==> src/rtl/i2c_hdr_pkg.sv <==
package i2c_hdr_pkg;
  localparam int WORD_W = 32;
  localparam int LANES  = WORD_W / 8;
  localparam int LANE_W = $clog2(LANES + 1);

  // generic word field positions
  localparam int GEN_SIZE_LO = 28;
  localparam int GEN_ID_LO   = 16;
  localparam int GEN_CTRL_LO = 12;
  localparam int GEN_I2C_BIT = 4;

  // protocol word flag positions
  localparam int PW_HS       = 22;
  localparam int PW_NACK_OK  = 21;
  localparam int PW_STARTB   = 20;
  localparam int PW_READ     = 19;
  localparam int PW_TEN      = 18;
  localparam int PW_IRQ      = 17;
  localparam int PW_RESTART  = 16;
  localparam int PW_CONTINUE = 15;

  typedef enum logic [1:0] {
    END_STOP     = 2'd0,
    END_RESTART  = 2'd1,
    END_CONTINUE = 2'd2
  } end_kind_e;

  typedef enum logic [1:0] {
    ST_GENERIC,
    ST_LENGTH,
    ST_PROTO,
    ST_PAYLOAD
  } parse_st_e;

  typedef struct packed {
    logic      hs;
    logic      cont_nack;
    logic      start_byte;
    logic      rd;
    logic      ten_bit;
    logic      irq_en;
    end_kind_e end_kind;
    logic [9:0] addr;
  } proto_fields_t;
endpackage

==> src/rtl/i2c_proto_decode.sv <==
module i2c_proto_decode
  import i2c_hdr_pkg::*;
(
  input  logic [WORD_W-1:0] word_i,
  output proto_fields_t     fields_o
);
  logic unused_dec;
  assign unused_dec = ^word_i;

  always_comb begin
    fields_o.hs         = word_i[PW_HS];
    fields_o.cont_nack  = word_i[PW_NACK_OK];
    fields_o.start_byte = word_i[PW_STARTB];
    fields_o.rd         = word_i[PW_READ];
    fields_o.ten_bit    = word_i[PW_TEN];
    fields_o.irq_en     = word_i[PW_IRQ];
    // continue takes priority over repeated start
    if (word_i[PW_CONTINUE])      fields_o.end_kind = END_CONTINUE;
    else if (word_i[PW_RESTART])  fields_o.end_kind = END_RESTART;
    else                          fields_o.end_kind = END_STOP;
    if (word_i[PW_TEN]) fields_o.addr = word_i[9:0];
    else                fields_o.addr = {3'b000, word_i[7:1]};
  end
endmodule

==> src/rtl/i2c_hdr_fsm.sv <==
module i2c_hdr_fsm
  import i2c_hdr_pkg::*;
#(
  parameter int LEN_W = 12
) (
  input  logic                clk,
  input  logic                rst_n,
  input  logic                fire_i,
  input  logic [WORD_W-1:0]   word_i,
  input  proto_fields_t       fields_i,
  output parse_st_e           state_o,
  output logic                desc_valid_o,
  output logic [3:0]          hsize_o,
  output logic [7:0]          pid_o,
  output logic [3:0]          cid_o,
  output logic [LEN_W:0]      len_o,
  output proto_fields_t       fields_o,
  output logic                hdr_err_o,
  output logic                load_o,
  output logic [LANE_W-1:0]   load_n_o,
  output logic                load_last_o
);
  localparam int CNT_W = LEN_W + 1;

  parse_st_e        st_q;
  logic [3:0]       stg_hsize_q;
  logic [7:0]       stg_pid_q;
  logic [3:0]       stg_cid_q;
  logic [CNT_W-1:0] len_q;
  logic [CNT_W-1:0] rem_q;
  logic [LANE_W-1:0] nb;
  logic             last_chunk;
  logic             unused_fsm;

  assign unused_fsm = ^word_i;
  assign state_o    = st_q;
  assign last_chunk = (rem_q <= CNT_W'(LANES));

  always_comb begin
    if (rem_q >= CNT_W'(LANES)) nb = LANE_W'(LANES);
    else                        nb = rem_q[LANE_W-1:0];
  end

  assign load_o      = fire_i && (st_q == ST_PAYLOAD);
  assign load_n_o    = nb;
  assign load_last_o = last_chunk;

  always_ff @(posedge clk or negedge rst_n) begin
    if (!rst_n) begin
      st_q         <= ST_GENERIC;
      stg_hsize_q  <= '0;
      stg_pid_q    <= '0;
      stg_cid_q    <= '0;
      len_q        <= '0;
      rem_q        <= '0;
      desc_valid_o <= 1'b0;
      hsize_o      <= '0;
      pid_o        <= '0;
      cid_o        <= '0;
      len_o        <= '0;
      fields_o     <= '0;
      hdr_err_o    <= 1'b0;
    end else begin
      desc_valid_o <= 1'b0;
      hdr_err_o    <= 1'b0;
      if (fire_i) begin
        case (st_q)
          ST_GENERIC: begin
            if (word_i[GEN_I2C_BIT]) begin
              stg_hsize_q <= word_i[GEN_SIZE_LO +: 4];
              stg_pid_q   <= word_i[GEN_ID_LO +: 8];
              stg_cid_q   <= word_i[GEN_CTRL_LO +: 4];
              st_q        <= ST_LENGTH;
            end else begin
              hdr_err_o   <= 1'b1;
            end
          end
          ST_LENGTH: begin
            len_q <= CNT_W'(word_i[LEN_W-1:0]) + CNT_W'(1);
            st_q  <= ST_PROTO;
          end
          ST_PROTO: begin
            desc_valid_o <= 1'b1;
            hsize_o      <= stg_hsize_q;
            pid_o        <= stg_pid_q;
            cid_o        <= stg_cid_q;
            len_o        <= len_q;
            fields_o     <= fields_i;
            rem_q        <= len_q;
            st_q         <= fields_i.rd ? ST_GENERIC : ST_PAYLOAD;
          end
          ST_PAYLOAD: begin
            rem_q <= rem_q - CNT_W'(nb);
            if (last_chunk) st_q <= ST_GENERIC;
          end
          default: st_q <= ST_GENERIC;
        endcase
      end
    end
  end
endmodule

==> src/rtl/i2c_byte_ser.sv <==
module i2c_byte_ser
  import i2c_hdr_pkg::*;
(
  input  logic              clk,
  input  logic              rst_n,
  input  logic              load_i,
  input  logic [WORD_W-1:0] word_i,
  input  logic [LANE_W-1:0] count_i,
  input  logic              last_i,
  output logic              empty_o,
  output logic              byte_valid_o,
  input  logic              byte_ready_i,
  output logic [7:0]        byte_data_o,
  output logic              byte_last_o
);
  logic [WORD_W-1:0] buf_q;
  logic [LANE_W-1:0] left_q;
  logic              last_q;
  logic              full_q;

  assign empty_o      = !full_q;
  assign byte_valid_o = full_q;
  assign byte_data_o  = buf_q[7:0];
  assign byte_last_o  = full_q && last_q && (left_q == LANE_W'(1));

  always_ff @(posedge clk or negedge rst_n) begin
    if (!rst_n) begin
      buf_q  <= '0;
      left_q <= '0;
      last_q <= 1'b0;
      full_q <= 1'b0;
    end else if (load_i) begin
      buf_q  <= word_i;
      left_q <= count_i;
      last_q <= last_i;
      full_q <= 1'b1;
    end else if (full_q && byte_ready_i) begin
      buf_q  <= buf_q >> 8;
      left_q <= left_q - LANE_W'(1);
      if (left_q == LANE_W'(1)) full_q <= 1'b0;
    end
  end
endmodule

==> src/rtl/i2c_pkt_hdr_parser.sv <==
module i2c_pkt_hdr_parser
  import i2c_hdr_pkg::*;
#(
  parameter int LEN_W = 12
) (
  input  logic              clk,
  input  logic              rst_n,
  input  logic              in_valid,
  output logic              in_ready,
  input  logic [31:0]       in_data,
  output logic              byte_valid,
  input  logic              byte_ready,
  output logic [7:0]        byte_data,
  output logic              byte_last,
  output logic              desc_valid,
  output logic [3:0]        desc_hdr_size,
  output logic [7:0]        desc_pkt_id,
  output logic [3:0]        desc_ctrl_id,
  output logic [LEN_W:0]    desc_len,
  output logic [9:0]        desc_addr,
  output logic              desc_ten_bit,
  output logic              desc_read,
  output logic              desc_hs,
  output logic              desc_cont_nack,
  output logic              desc_start_byte,
  output logic              desc_irq_en,
  output logic [1:0]        desc_end,
  output logic              hdr_err
);
  proto_fields_t     dec_f;
  proto_fields_t     desc_f;
  parse_st_e         st;
  logic              fire;
  logic              ser_empty;
  logic              load;
  logic [LANE_W-1:0] load_n;
  logic              load_last;

  assign in_ready = byte_ready && ser_empty;
  assign fire     = in_valid && in_ready;

  i2c_proto_decode u_dec (
    .word_i   (in_data),
    .fields_o (dec_f)
  );

  i2c_hdr_fsm #(.LEN_W(LEN_W)) u_fsm (
    .clk          (clk),
    .rst_n        (rst_n),
    .fire_i       (fire),
    .word_i       (in_data),
    .fields_i     (dec_f),
    .state_o      (st),
    .desc_valid_o (desc_valid),
    .hsize_o      (desc_hdr_size),
    .pid_o        (desc_pkt_id),
    .cid_o        (desc_ctrl_id),
    .len_o        (desc_len),
    .fields_o     (desc_f),
    .hdr_err_o    (hdr_err),
    .load_o       (load),
    .load_n_o     (load_n),
    .load_last_o  (load_last)
  );

  i2c_byte_ser u_ser (
    .clk          (clk),
    .rst_n        (rst_n),
    .load_i       (load),
    .word_i       (in_data),
    .count_i      (load_n),
    .last_i       (load_last),
    .empty_o      (ser_empty),
    .byte_valid_o (byte_valid),
    .byte_ready_i (byte_ready),
    .byte_data_o  (byte_data),
    .byte_last_o  (byte_last)
  );

  logic unused_st;
  assign unused_st = ^st;

  assign desc_addr       = desc_f.addr;
  assign desc_ten_bit    = desc_f.ten_bit;
  assign desc_read       = desc_f.rd;
  assign desc_hs         = desc_f.hs;
  assign desc_cont_nack  = desc_f.cont_nack;
  assign desc_start_byte = desc_f.start_byte;
  assign desc_irq_en     = desc_f.irq_en;
  assign desc_end        = desc_f.end_kind;
endmodule

==> config.mk <==
export PLATFORM = sky130hd
export DESIGN_NAME = i2c_pkt_hdr_parser
export DESIGN_NICKNAME = d
export VERILOG_FILES = /design/src/rtl/i2c_hdr_pkg.sv /design/src/rtl/i2c_proto_decode.sv /design/src/rtl/i2c_hdr_fsm.sv /design/src/rtl/i2c_byte_ser.sv /design/src/rtl/i2c_pkt_hdr_parser.sv
export SDC_FILE = /design/constraint.sdc
export NUM_CORES = 1
export LEC_CHECK = 0
export BUFFER_PORTS_ARGS = -buffer_cell sky130_fd_sc_hd__buf_4
export CAP_MARGIN = 20
export CORE_MARGIN = 10
export CORE_UTILIZATION = 50
export DETAILED_ROUTE_END_ITERATION = 12
export PLACE_DENSITY = 0.68
export SLEW_MARGIN = 20
export SYNTH_ARGS = -nofsm -noshare
export SYNTH_HDL_FRONTEND = slang
export SYNTH_SLANG_ARGS = --single-unit
==> constraint.sdc <==
create_clock -name clk -period 4.5 [get_ports clk]
set_input_delay 0.225 -clock clk [delete_from_list [all_inputs] [get_ports clk]]
set_output_delay 0.225 -clock clk [all_outputs]
set_load 0.01 [all_outputs]
== Word-level counts from Yosys, hierarchy flattened ==
Index checks and enable logic that the tools add are counted.
W data, S select, Z words.

* Logic and storage cells: 73
* Output and inout bits: 60
* Input port bits: 36
* Bits in registers: 130

* $add $sub $neg: 3
* Mux-type cells: 21
* Reduce and logical (&&, ||, !) cells: 17
* $lt $le $gt $ge: 2
* Eq/ne operators: 6

{| class="wikitable"
|+ Operators with widths
! operator !! count
|-
| $mux W32 || 2
|-
| $pmux W13 S2 || 1
|-
| $add A12 B1 Y13 const B || 1
|-
| $ge A13 B3 Y1 const B || 1
|-
| $le A13 B3 Y1 const B || 1
|-
| $sub A13 B3 Y13 || 1
|-
| $mux W10 || 1
|-
| $mux W1 || 9
|-
| $mux W3 || 3
|-
| $mux W2 || 4
|-
| $pmux W2 S4 || 1
|-
| $reduce_and A2 Y1 || 4
|-
| $logic_and A1 B1 Y1 || 6
|-
| $reduce_and A3 Y1 || 2
|-
| $reduce_bool A2 Y1 || 3
|-
| $eq A2 B2 Y1 const B || 2
|-
| $eq A3 B1 Y1 const B || 1
|-
| $sub A3 B1 Y3 const B || 1
|-
| $eq A2 B1 Y1 const B || 1
|-
| $logic_not A2 Y1 || 1
|-
| $ne A2 B1 Y1 const B || 1
|-
| $ne A2 B2 Y1 const B || 1
|-
| $logic_not A1 Y1 || 1
|}

== Longest topological paths before layout ==
Gate-level depths: netlist of run 1.

* Depth after elaboration: 6
* Depth in mapped cells: 10
* Mapped depth without buffers: 8

== Hierarchy ==
Synthesis of run 1 repeated with hierarchy kept, for this count alone.

* Cell total of the unflattened synthesis: 628
* Area total of the unflattened synthesis: 6135.9 µm²

{| class="wikitable"
|+ Modules (own cells, without submodules)
! module !! seq. area each (µm²) !! area each (µm²) !! cells each !! times used
|-
| i2c_hdr_fsm || 2327.2 || 4179.0 || 435 || 1
|-
| i2c_byte_ser || 925.9 || 1746.7 || 172 || 1
|-
| i2c_proto_decode || 0.0 || 197.7 || 19 || 1
|-
| i2c_pkt_hdr_parser || 0.0 || 12.5 || 2 || 1
|}

== Worst setup path after synthesis of run 1 ==
OpenSTA, ideal clock, no wires.

* Path kind: flip-flop to flip-flop
* Start: register u_fsm.rem_q[11]
* End: register u_fsm.rem_q[1]
* Path buffers: 1
* Path slack: 2679 ps
* Clock period less this slack: 1821 ps
* Data required time: 4363 ps
* Cell stages (with the launch flop): 8
* Arrival time: 1684 ps
* Setup time: 137 ps
* Path through: dfrtp_1 -> buf_6 -> nor4_1 -> nand3_1 -> nand2_1 -> ha_1 -> mux2i_1 -> o21ai_0

* Longest elaborated chain between the ends: 4

{| class="wikitable"
|+ Ends and longest elaborated chain
! what !! line !! source
|-
| start, declared || i2c_hdr_fsm.sv:30 || <nowiki>logic [CNT_W-1:0] rem_q;</nowiki>
|-
| start signal, assigned || i2c_hdr_fsm.sv:89 || <nowiki>rem_q <= len_q;</nowiki>
|-
| start signal, assigned || i2c_hdr_fsm.sv:93 || <nowiki>rem_q <= rem_q - CNT_W'(nb);</nowiki>
|-
| $ge A13 B3 Y1 || i2c_hdr_fsm.sv:40 || <nowiki>if (rem_q >= CNT_W'(LANES)) nb = LANE_W'(LANES);</nowiki>
|-
| $mux W3 || i2c_hdr_fsm.sv:40 ||
|-
| $sub A13 B3 Y13 || i2c_hdr_fsm.sv:93 ||
|-
| $pmux W13 S2 || i2c_hdr_fsm.sv:67 || <nowiki>case (st_q)</nowiki>
|}

No other way between the ends.
A chain may end at the register's enable or synchronous reset.

== Worst setup path in the final report of run 1 ==
* Start: register u_fsm.st_q[0], in the netlist u_fsm.state_o[0]
* End: register u_fsm.rem_q[10]

* Longest elaborated chain between the ends: 3
* Elaborated cells between the ends (all ways): 5
* Classes of those cells: eq/ne: 2; mux: 1; reduce/logical: 2

{| class="wikitable"
|+ Ends and longest elaborated chain
! what !! line !! source
|-
| start, declared || i2c_hdr_fsm.sv:25 || <nowiki>parse_st_e st_q;</nowiki>
|-
| start signal, assigned || i2c_hdr_fsm.sv:90 || <nowiki>st_q <= fields_i.rd ? ST_GENERIC : ST_PAYLOAD;</nowiki>
|-
| $eq A2 B2 Y1 || i2c_hdr_fsm.sv:67 ||
|-
| $reduce_bool A2 Y1 (no line) || -- ||
|-
| $reduce_and A2 Y1 (no line) || -- ||
|}

Several ways; a longest one is shown, not always the timed one.

==> out/metrics.cfg, run 1 <==
[outcome]
status=completed

[hold_path]
min_to=u_ser.buf_q[24]$_DFFE_PN0P_
hold_depth=3
holdCritPathClass=input pin to flip-flop
worstHoldStart=in_data[24]

[die]
die-area_sq_mm=0.0166
fp.dieH_microns=129
coreArea_sq_mm=0.0115
rows=39
die_width_microns=129
pin_count=96
start_util=0.513

[routing]
num_vias=4690
drtPass1Iterations=4
antenna_left=0
routed_wl_microns=14800
avgRoutedWirePerCell_microns=17.5
drtIter0Drc=413
drc=0
viasPerCell=5.54

[critical_path]
startpoint_type=flip-flop
r2r-end=u_fsm.rem_q[10]$_DFFE_PN0P_
r2r_start=u_fsm.state_o[0]$_DFFE_PN0P_
critPathRequiredTime_ps=4780
end_kind=flip-flop
r2r_setup_slack_ps=1580
cp.arrival_ps=3200
criticalPathCategory=flip-flop to flip-flop
r2r_cells=6
crit_fanout=56

[logic_synthesis]
syn_area_sq_mm=0.00591
synth_edf_count=0
avgSynthCellArea_sq_um=9.54
syn_nets=660
synth_seq_cells=130
ys_types=56
yosysSeqAreaShare=0.551
ys_async_sr_fraction=1.00
synth_warnings=0
synthFlopType=dfrtp_1
synth_cells=619

[timing]
timing.setup.tns_ps=0
worst_pin_slew_ps=1050
clock.fmax_mhz=342
slew_violations=0
finalHoldViolCount=0
min_period_ps=2920
skew_ps=9.72
rsz0062_at_grt=no
maxSlewHeadroom=0.303
post-route-period-util=0.649
setup_violations=0

[global_routing]
grt_max_degree=57
grt_pass1_vias=4673
grt_pass1_wl_microns=24300
gr-total-overflow=0
grt_usage=0.185
antenna_found_initial=0

[cts]
htree_levels=4
clkLatencyLatePin_ps=420
cts_buffers=17
cts_tree=built
clk_pin_slew_worst_paths_ps=60
cts_root_buf=clkbuf_16
cts_sinks=130
clock_path_buffers=2

[final_layout]
fin_util=0.623
drive_above_1_share=0.216
diodes=0
area_growth_pct=21.4
finalNetCount=734
n_fill_cell=975

[placement]
hpwl_microns=10400
io_buffers=95
place.gp.congestion=0.847

[pwr]
ir_drop_mv=0.461
p_leak_uw=0.00360
p_total_uw=4640
powerDensity_mw_per_mm2=648

[run]
maxCapViolCount=0

repair_timing:
| item | CTS | global route |
|---|---|---|
| endpoints found under the hold margin | 32 | 0 |
| hold buffers | 4 | 0 |
| setup buffers | 0 | 0 |
| resized for setup | 0 | 0 |
state kept, by name (all words and copies together) (netlist names), 4 cells and up:
signal / cells
u_fsm.stg_pid_q: 8
u_fsm.pid_o: 8
u_fsm.len_o: 13
u_fsm.stg_cid_q: 4
u_fsm.cid_o: 4
u_fsm.hsize_o: 4
u_fsm.rem_q: 13
u_fsm.stg_hsize_q: 4
u_ser.buf_q: 32
u_fsm.len_q: 13
u_fsm.fields_o: 18
Yosys cell counts, types with 4 or more instances:
library cell	number	area [sq um]
or4_1	5	37.5
xor2_1	9	78.8
nand4_1	4	25.0
nor2_1	14	52.6
nor3_1	5	25.0
o21ai_0	25	125
nand3_1	22	110
mux2_2	17	191
mux2i_1	9	90.1
buf_2	22	110
a31oi_1	9	56.3
a22oi_1	21	158
nand2_1	217	815
or3_1	5	31.3
clkbuf_1	10	37.5
o211ai_1	6	45.0
inv_1	6	22.5
ha_1	5	62.6
dfrtp_1	130	3250
buf_1	4	15.0
buf_4	8	60.1
nor4_1	4	25.0
a21oi_1	9	45.0
layout make-up:
| type | instances | area (sq um) | area share |
|---|---|---|---|
| flip-flops and latches | 130 | 3250 | 0.454 |
| inverters | 7 | 26.3 | 0.00366 |
| clock inverters | 8 | 80.1 | 0.0112 |
| clock buffers | 22 | 474 | 0.0661 |
| well taps | 143 | 179 | 0.0250 |
| multi-input cells | 434 | 2370 | 0.331 |
| repair buffers | 103 | 783 | 0.109 |
cell usage in the layout, fill, tap and decap left out, types with 3 or more instances in the layout:
cell type and n:
a211oi_1 3, a21oi_1 9, a22oi_1 21, a31oi_1 9, buf_4 99, clkbuf_16 17
clkbuf_8 3, clkinvlp_4 3, dfrtp_1 130, dlygate4sd3_1 4, ha_1 5, inv_1 6
mux2_2 17, mux2i_1 9, nand2_1 216, nand3_1 22, nand4_1 4, nor2_1 14
nor2b_1 3, nor3_1 5, nor4_1 4, o211ai_1 6, o21ai_0 25, o311ai_0 3
or3_1 5, or4_1 5, xnor2_1 3, xor2_1 9
layer usage:
metal	routed length (microns)	GRT usage	vias up
met1	6270	0.223	2291
met4	362	0.0843	0
met5	0	0	-
li1	-	-	2242
met2	7560	0.307	125
met3	649	0.0452	32
through the flow:
| stage | area, sq um | worst slack, ps | hold slack (ps) | cells |
|---|---|---|---|---|
| final | 7170 | 1580 | 15.2 | 847 |
| after global placement | 6580 | 1720 | 186 | 813 |
| after CTS | 7170 | 1580 | 1.69 | 847 |
| after detailed placement | 6580 | 1610 | 194 | 813 |
| after floorplan | 5910 | 2680 | -70.6 | 619 |
| after global routing | 7170 | 1270 | 13.6 | 847 |
worst max path at each step:
stage | from | to | slack [ps] | depth (start not counted)
finish | u_fsm.state_o[0]$_DFFE_PN0P_ | u_fsm.rem_q[10]$_DFFE_PN0P_ | 1580 | 6
global route | u_fsm.state_o[0]$_DFFE_PN0P_ | u_fsm.rem_q[6]$_DFFE_PN0P_ | 1270 | 6
CTS | u_fsm.state_o[0]$_DFFE_PN0P_ | u_fsm.rem_q[10]$_DFFE_PN0P_ | 1580 | 6
detailed placement | u_fsm.state_o[0]$_DFFE_PN0P_ | u_fsm.rem_q[10]$_DFFE_PN0P_ | 1610 | 6
global placement | u_fsm.state_o[0]$_DFFE_PN0P_ | u_fsm.rem_q[10]$_DFFE_PN0P_ | 1720 | 6
floorplan | u_fsm.rem_q[11]$_DFFE_PN0P_ | u_fsm.rem_q[1]$_DFFE_PN0P_ | 2680 | 7
power breakdown:
part,internal (uW),switching [uW],leakage [uW],total [uW]
Sequential,1640,379,0.00166,2010
Clock,796,496,0.000264,1290
Combinational,631,706,0.00167,1340
logic make-up (layout without fill, tap and decap cells):
logic type,Yosys count,in the layout,synth area share
AO/OA/AOI/OAI,91,91,0.103
XOR/XNOR,12,12,0.0178
adder cells (fa/ha/maj),5,5,0.0106
buffers and inverters,55,140,0.0477
flip-flops,130,130,0.551
multiplexers,26,26,0.0477
other,2,2,0.00127
AND/OR/NAND/NOR,298,298,0.221
critical path: stages (launching register included):
cell and delay [ps]:
dfrtp_1 810, inv_1 430, nand2_2 130, buf_4 500, inv_2 500, a22oi_1 290, nand3_1 100
Power figures use the tool's default switching activity.
==> run 2, diff against run 1 <==
--- a/config.mk
+++ b/config.mk
@@ -5,6 +5,7 @@
 export SDC_FILE = /design/constraint.sdc
 export NUM_CORES = 1
 export LEC_CHECK = 0
+export ABC_AREA = 1
 export BUFFER_PORTS_ARGS = -buffer_cell sky130_fd_sc_hd__buf_4
 export CAP_MARGIN = 20
 export CORE_MARGIN = 10
==> constraint.sdc (replaced) <==
create_clock -name clk -period 3.05 [get_ports clk]
set_input_delay 0.1525 -clock clk [delete_from_list [all_inputs] [get_ports clk]]
set_output_delay 0.1525 -clock clk [all_outputs]
set_load 0.01 [all_outputs]
==> out/metrics.cfg, run 2 <==
[critical_path]
criticalPathCategory=flip-flop to flip-flop  ; unchanged
crit_start=u_fsm.state_o[0]$_DFFE_PN0P_  ; unchanged
crit_fanout=29  ; was 56
critPathRequiredTime_ps=3380  ; was 4780 ps
startpoint_type=flip-flop  ; unchanged
cp.arrival_ps=2400  ; was 3200 ps
r2r_start=u_fsm.state_o[0]$_DFFE_PN0P_  ; unchanged
end_kind=flip-flop  ; unchanged

[final_layout]
diodes=0  ; unchanged
regMostFlops=u_ser.buf_q  ; unchanged
fin_area_sq_mm=0.00738  ; was 0.00717 sq mm
layout_commonest_cell=nand2_1  ; unchanged
n_fill_cell=948  ; was 975
largest_register_ffs=32  ; unchanged
area_growth_pct=25.1  ; was 21.4%
finalNetCount=806  ; was 734
reg_top3=u_ser.buf_q: 32 flops, u_fsm.fields_o: 18 flops  ; unchanged
drive_above_1_share=0.205  ; was 0.216
mostFrequentLayoutCells=173 x nand2_1, 130 x dfrtp_1, 101 x buf_4  ; was 216 x nand2_1, 130 x dfrtp_1, 99 x buf_4

[cts]
cts_sinks=130  ; unchanged
clkLatencyLatePin_ps=410  ; was 420 ps
cts_root_buf=clkbuf_16  ; unchanged
cts_tree=built  ; unchanged
clock_path_buffers=2  ; unchanged
htree_levels=4  ; unchanged
cts.repair.resized=0  ; unchanged
cts_buffers=17  ; unchanged
cts_setup_buffers=0  ; unchanged
hold_buffers=18  ; was 4
clk_pin_slew_worst_paths_ps=50  ; was 60 ps

[placement]
dpl_worst_slack_ps=1040  ; was 1610 ps
hpwl_microns=11400  ; was 10,400 microns
io_buffers=95  ; unchanged
place.gp.congestion=0.894  ; was 0.847
dpl_cell_area_sq_mm=0.00663  ; was 0.00658 sq mm

[routing]
viasPerCell=5.32  ; was 5.54
drtIter0Drc=394  ; was 413
drtPass1Iterations=5  ; was 4
avgRoutedWirePerCell_microns=17.3  ; was 17.5 microns
routed_wl_microns=15800  ; was 14,800 microns
num_vias=4886  ; was 4,690
antenna_left=0  ; unchanged
drc=0  ; unchanged

[timing]
min_period_ps=2070  ; was 2920 ps
clock.fmax_mhz=483  ; was 342 MHz
fin_ws_ps=980  ; was 1580 ps
skew_ps=7.65  ; was 9.72 ps
worst_pin_slew_ps=778  ; was 1050 ps
hold_ws_ps=23.0  ; was 15.2 ps
setup_violations=0  ; unchanged
maxSlewHeadroom=0.477  ; was 0.303
finalHoldViolCount=0  ; unchanged
rsz0062_at_grt=no  ; unchanged
slew_violations=0  ; unchanged
post-route-period-util=0.679  ; was 0.649
timing.setup.tns_ps=0  ; unchanged

[pwr]
ir_drop_mv=0.613  ; was 0.461 mV
powerDensity_mw_per_mm2=1010  ; was 648 mW/mm^2
p_leak_uw=0.00364  ; was 0.00360 uW

[die]
fp.dieH_microns=129  ; about the same
die-area_sq_mm=0.0165  ; was 0.0166 sq mm
pin_count=96  ; unchanged
coreArea_sq_mm=0.0115  ; about the same
rows=39  ; unchanged
start_util=0.514  ; was 0.513
die_width_microns=129  ; about the same

[logic_synthesis]
syn_area_sq_mm=0.00590  ; was 0.00591 sq mm
synth_commonest_cells=173 x nand2_1, 130 x dfrtp_1, 60 x o21ai_0, 56 x inv_1, 46 x nor2_1  ; was 217 x nand2_1, 130 x dfrtp_1, 25 x o21ai_0, 22 x buf_2, 22 x nand3_1
synthFlopType=dfrtp_1  ; unchanged
ys_types=40  ; was 56
synth_seq_cells=130  ; unchanged
synth_warnings=0  ; unchanged
yosysSeqAreaShare=0.552  ; was 0.551
syn_nets=703  ; was 660
yosysTopAreaCellShare=0.552  ; was 0.551
ys_async_sr_fraction=1.00  ; unchanged
avgSynthCellArea_sq_um=8.91  ; was 9.54 sq um
synth_edf_count=0  ; unchanged
synth_cells=662  ; was 619
yosysTopAreaCell=dfrtp_1  ; unchanged
netlist_top_cells_area=dfrtp_1 55%, nand2_1 11%, o21ai_0 5.1%  ; was dfrtp_1 55%, nand2_1 14%, mux2_2 3.2%
synth_most_common_cell=nand2_1  ; unchanged

[global_routing]
grt_pass1_vias=4897  ; was 4,673
grt_pass1_wl_microns=25800  ; was 24,300 microns
grt_max_degree=59  ; was 57
antenna_found_initial=0  ; unchanged
grt_usage=0.196  ; was 0.185
gr-total-overflow=0  ; unchanged

[run]
maxCapViolCount=0  ; unchanged

[hold_path]
worstHoldStart=in_data[15]  ; was in_data[24]
holdCritPathClass=input pin to flip-flop  ; unchanged

[outcome]
status=completed  ; unchanged

run 2: critical path, stage by stage (launching register included):
cell and delay (ps):
dfrtp_1 480, nand2_2 210, nor2_4 60, buf_4 230, nor2_4 500, inv_1 270
o21ai_0 220
run 2: metal layers:
| metal | vias up | track usage | share of wire |
|---|---|---|---|
| met1 | 2334 | 0.250 | 0.43 |
| met3 | 24 | 0.0604 | 0.068 |
| met4 | 0 | 0.0675 | 0.015 |
| met2 | 168 | 0.311 | 0.49 |
| met5 | - | 0 | 0 |
| li1 | 2360 | - | - |
run 2: cells by family after synthesis:
| group | share of synthesized area |
|---|---|
| XOR/XNOR | 0.00742 |
| other | 0.00127 |
| buffers and inverters | 0.0800 |
| adder cells (fa/ha/maj) | 0.0106 |
| multiplexers | 0.00191 |
| AND/OR/NAND/NOR | 0.202 |
| flip-flops | 0.552 |
| AO/OA/AOI/OAI | 0.145 |
run 2: final timing paths:
| path | to | slack (ps) | cells past startpoint |
|---|---|---|---|
| max | u_ser.buf_q[9]$_DFFE_PN0P_ | 980 | 6 |
| min | u_fsm.stg_cid_q[3]$_DFFE_PN0P_ | 20 | 3 |
| max reg2reg | u_ser.buf_q[9]$_DFFE_PN0P_ | 980 | 6 |
| min reg2reg | u_fsm.pid_o[0]$_DFFE_PN0P_ | 480 | 2 |
| max in group asynchronous | u_fsm.len_q[2]$_DFFE_PN0P_ | 1940 | 3 |
| min in group asynchronous | u_fsm.pid_o[4]$_DFFE_PN0P_ | 350 | 2 |
run 2: power by group:
group	internal, uW	switching (uW)
Sequential	2500	505
Combinational	1060	1440
Clock	1270	694
Total	4840	2630
run 2: layout make-up:
type / count / area [sq um] / share of cell area
Tap cell: 143 / 179 / 0.0243
Sequential cell: 130 / 3250 / 0.441
Timing Repair Buffer: 120 / 958 / 0.130
Clock buffer: 24 / 492 / 0.0667
Inverter: 65 / 244 / 0.0331
Clock inverter: 5 / 77.6 / 0.0105
Multi-Input combinational cell: 431 / 2170 / 0.295
run 2: stage by stage:
step | utilization | power (uW) | std cells
global placement | 0.578 | 5430 | 871
global route | 0.643 | 7980 | 918
floorplan | - | 4450 | 662
detailed placement | 0.578 | 5510 | 871
CTS | 0.643 | 7520 | 918
finish | 0.643 | 7470 | 918
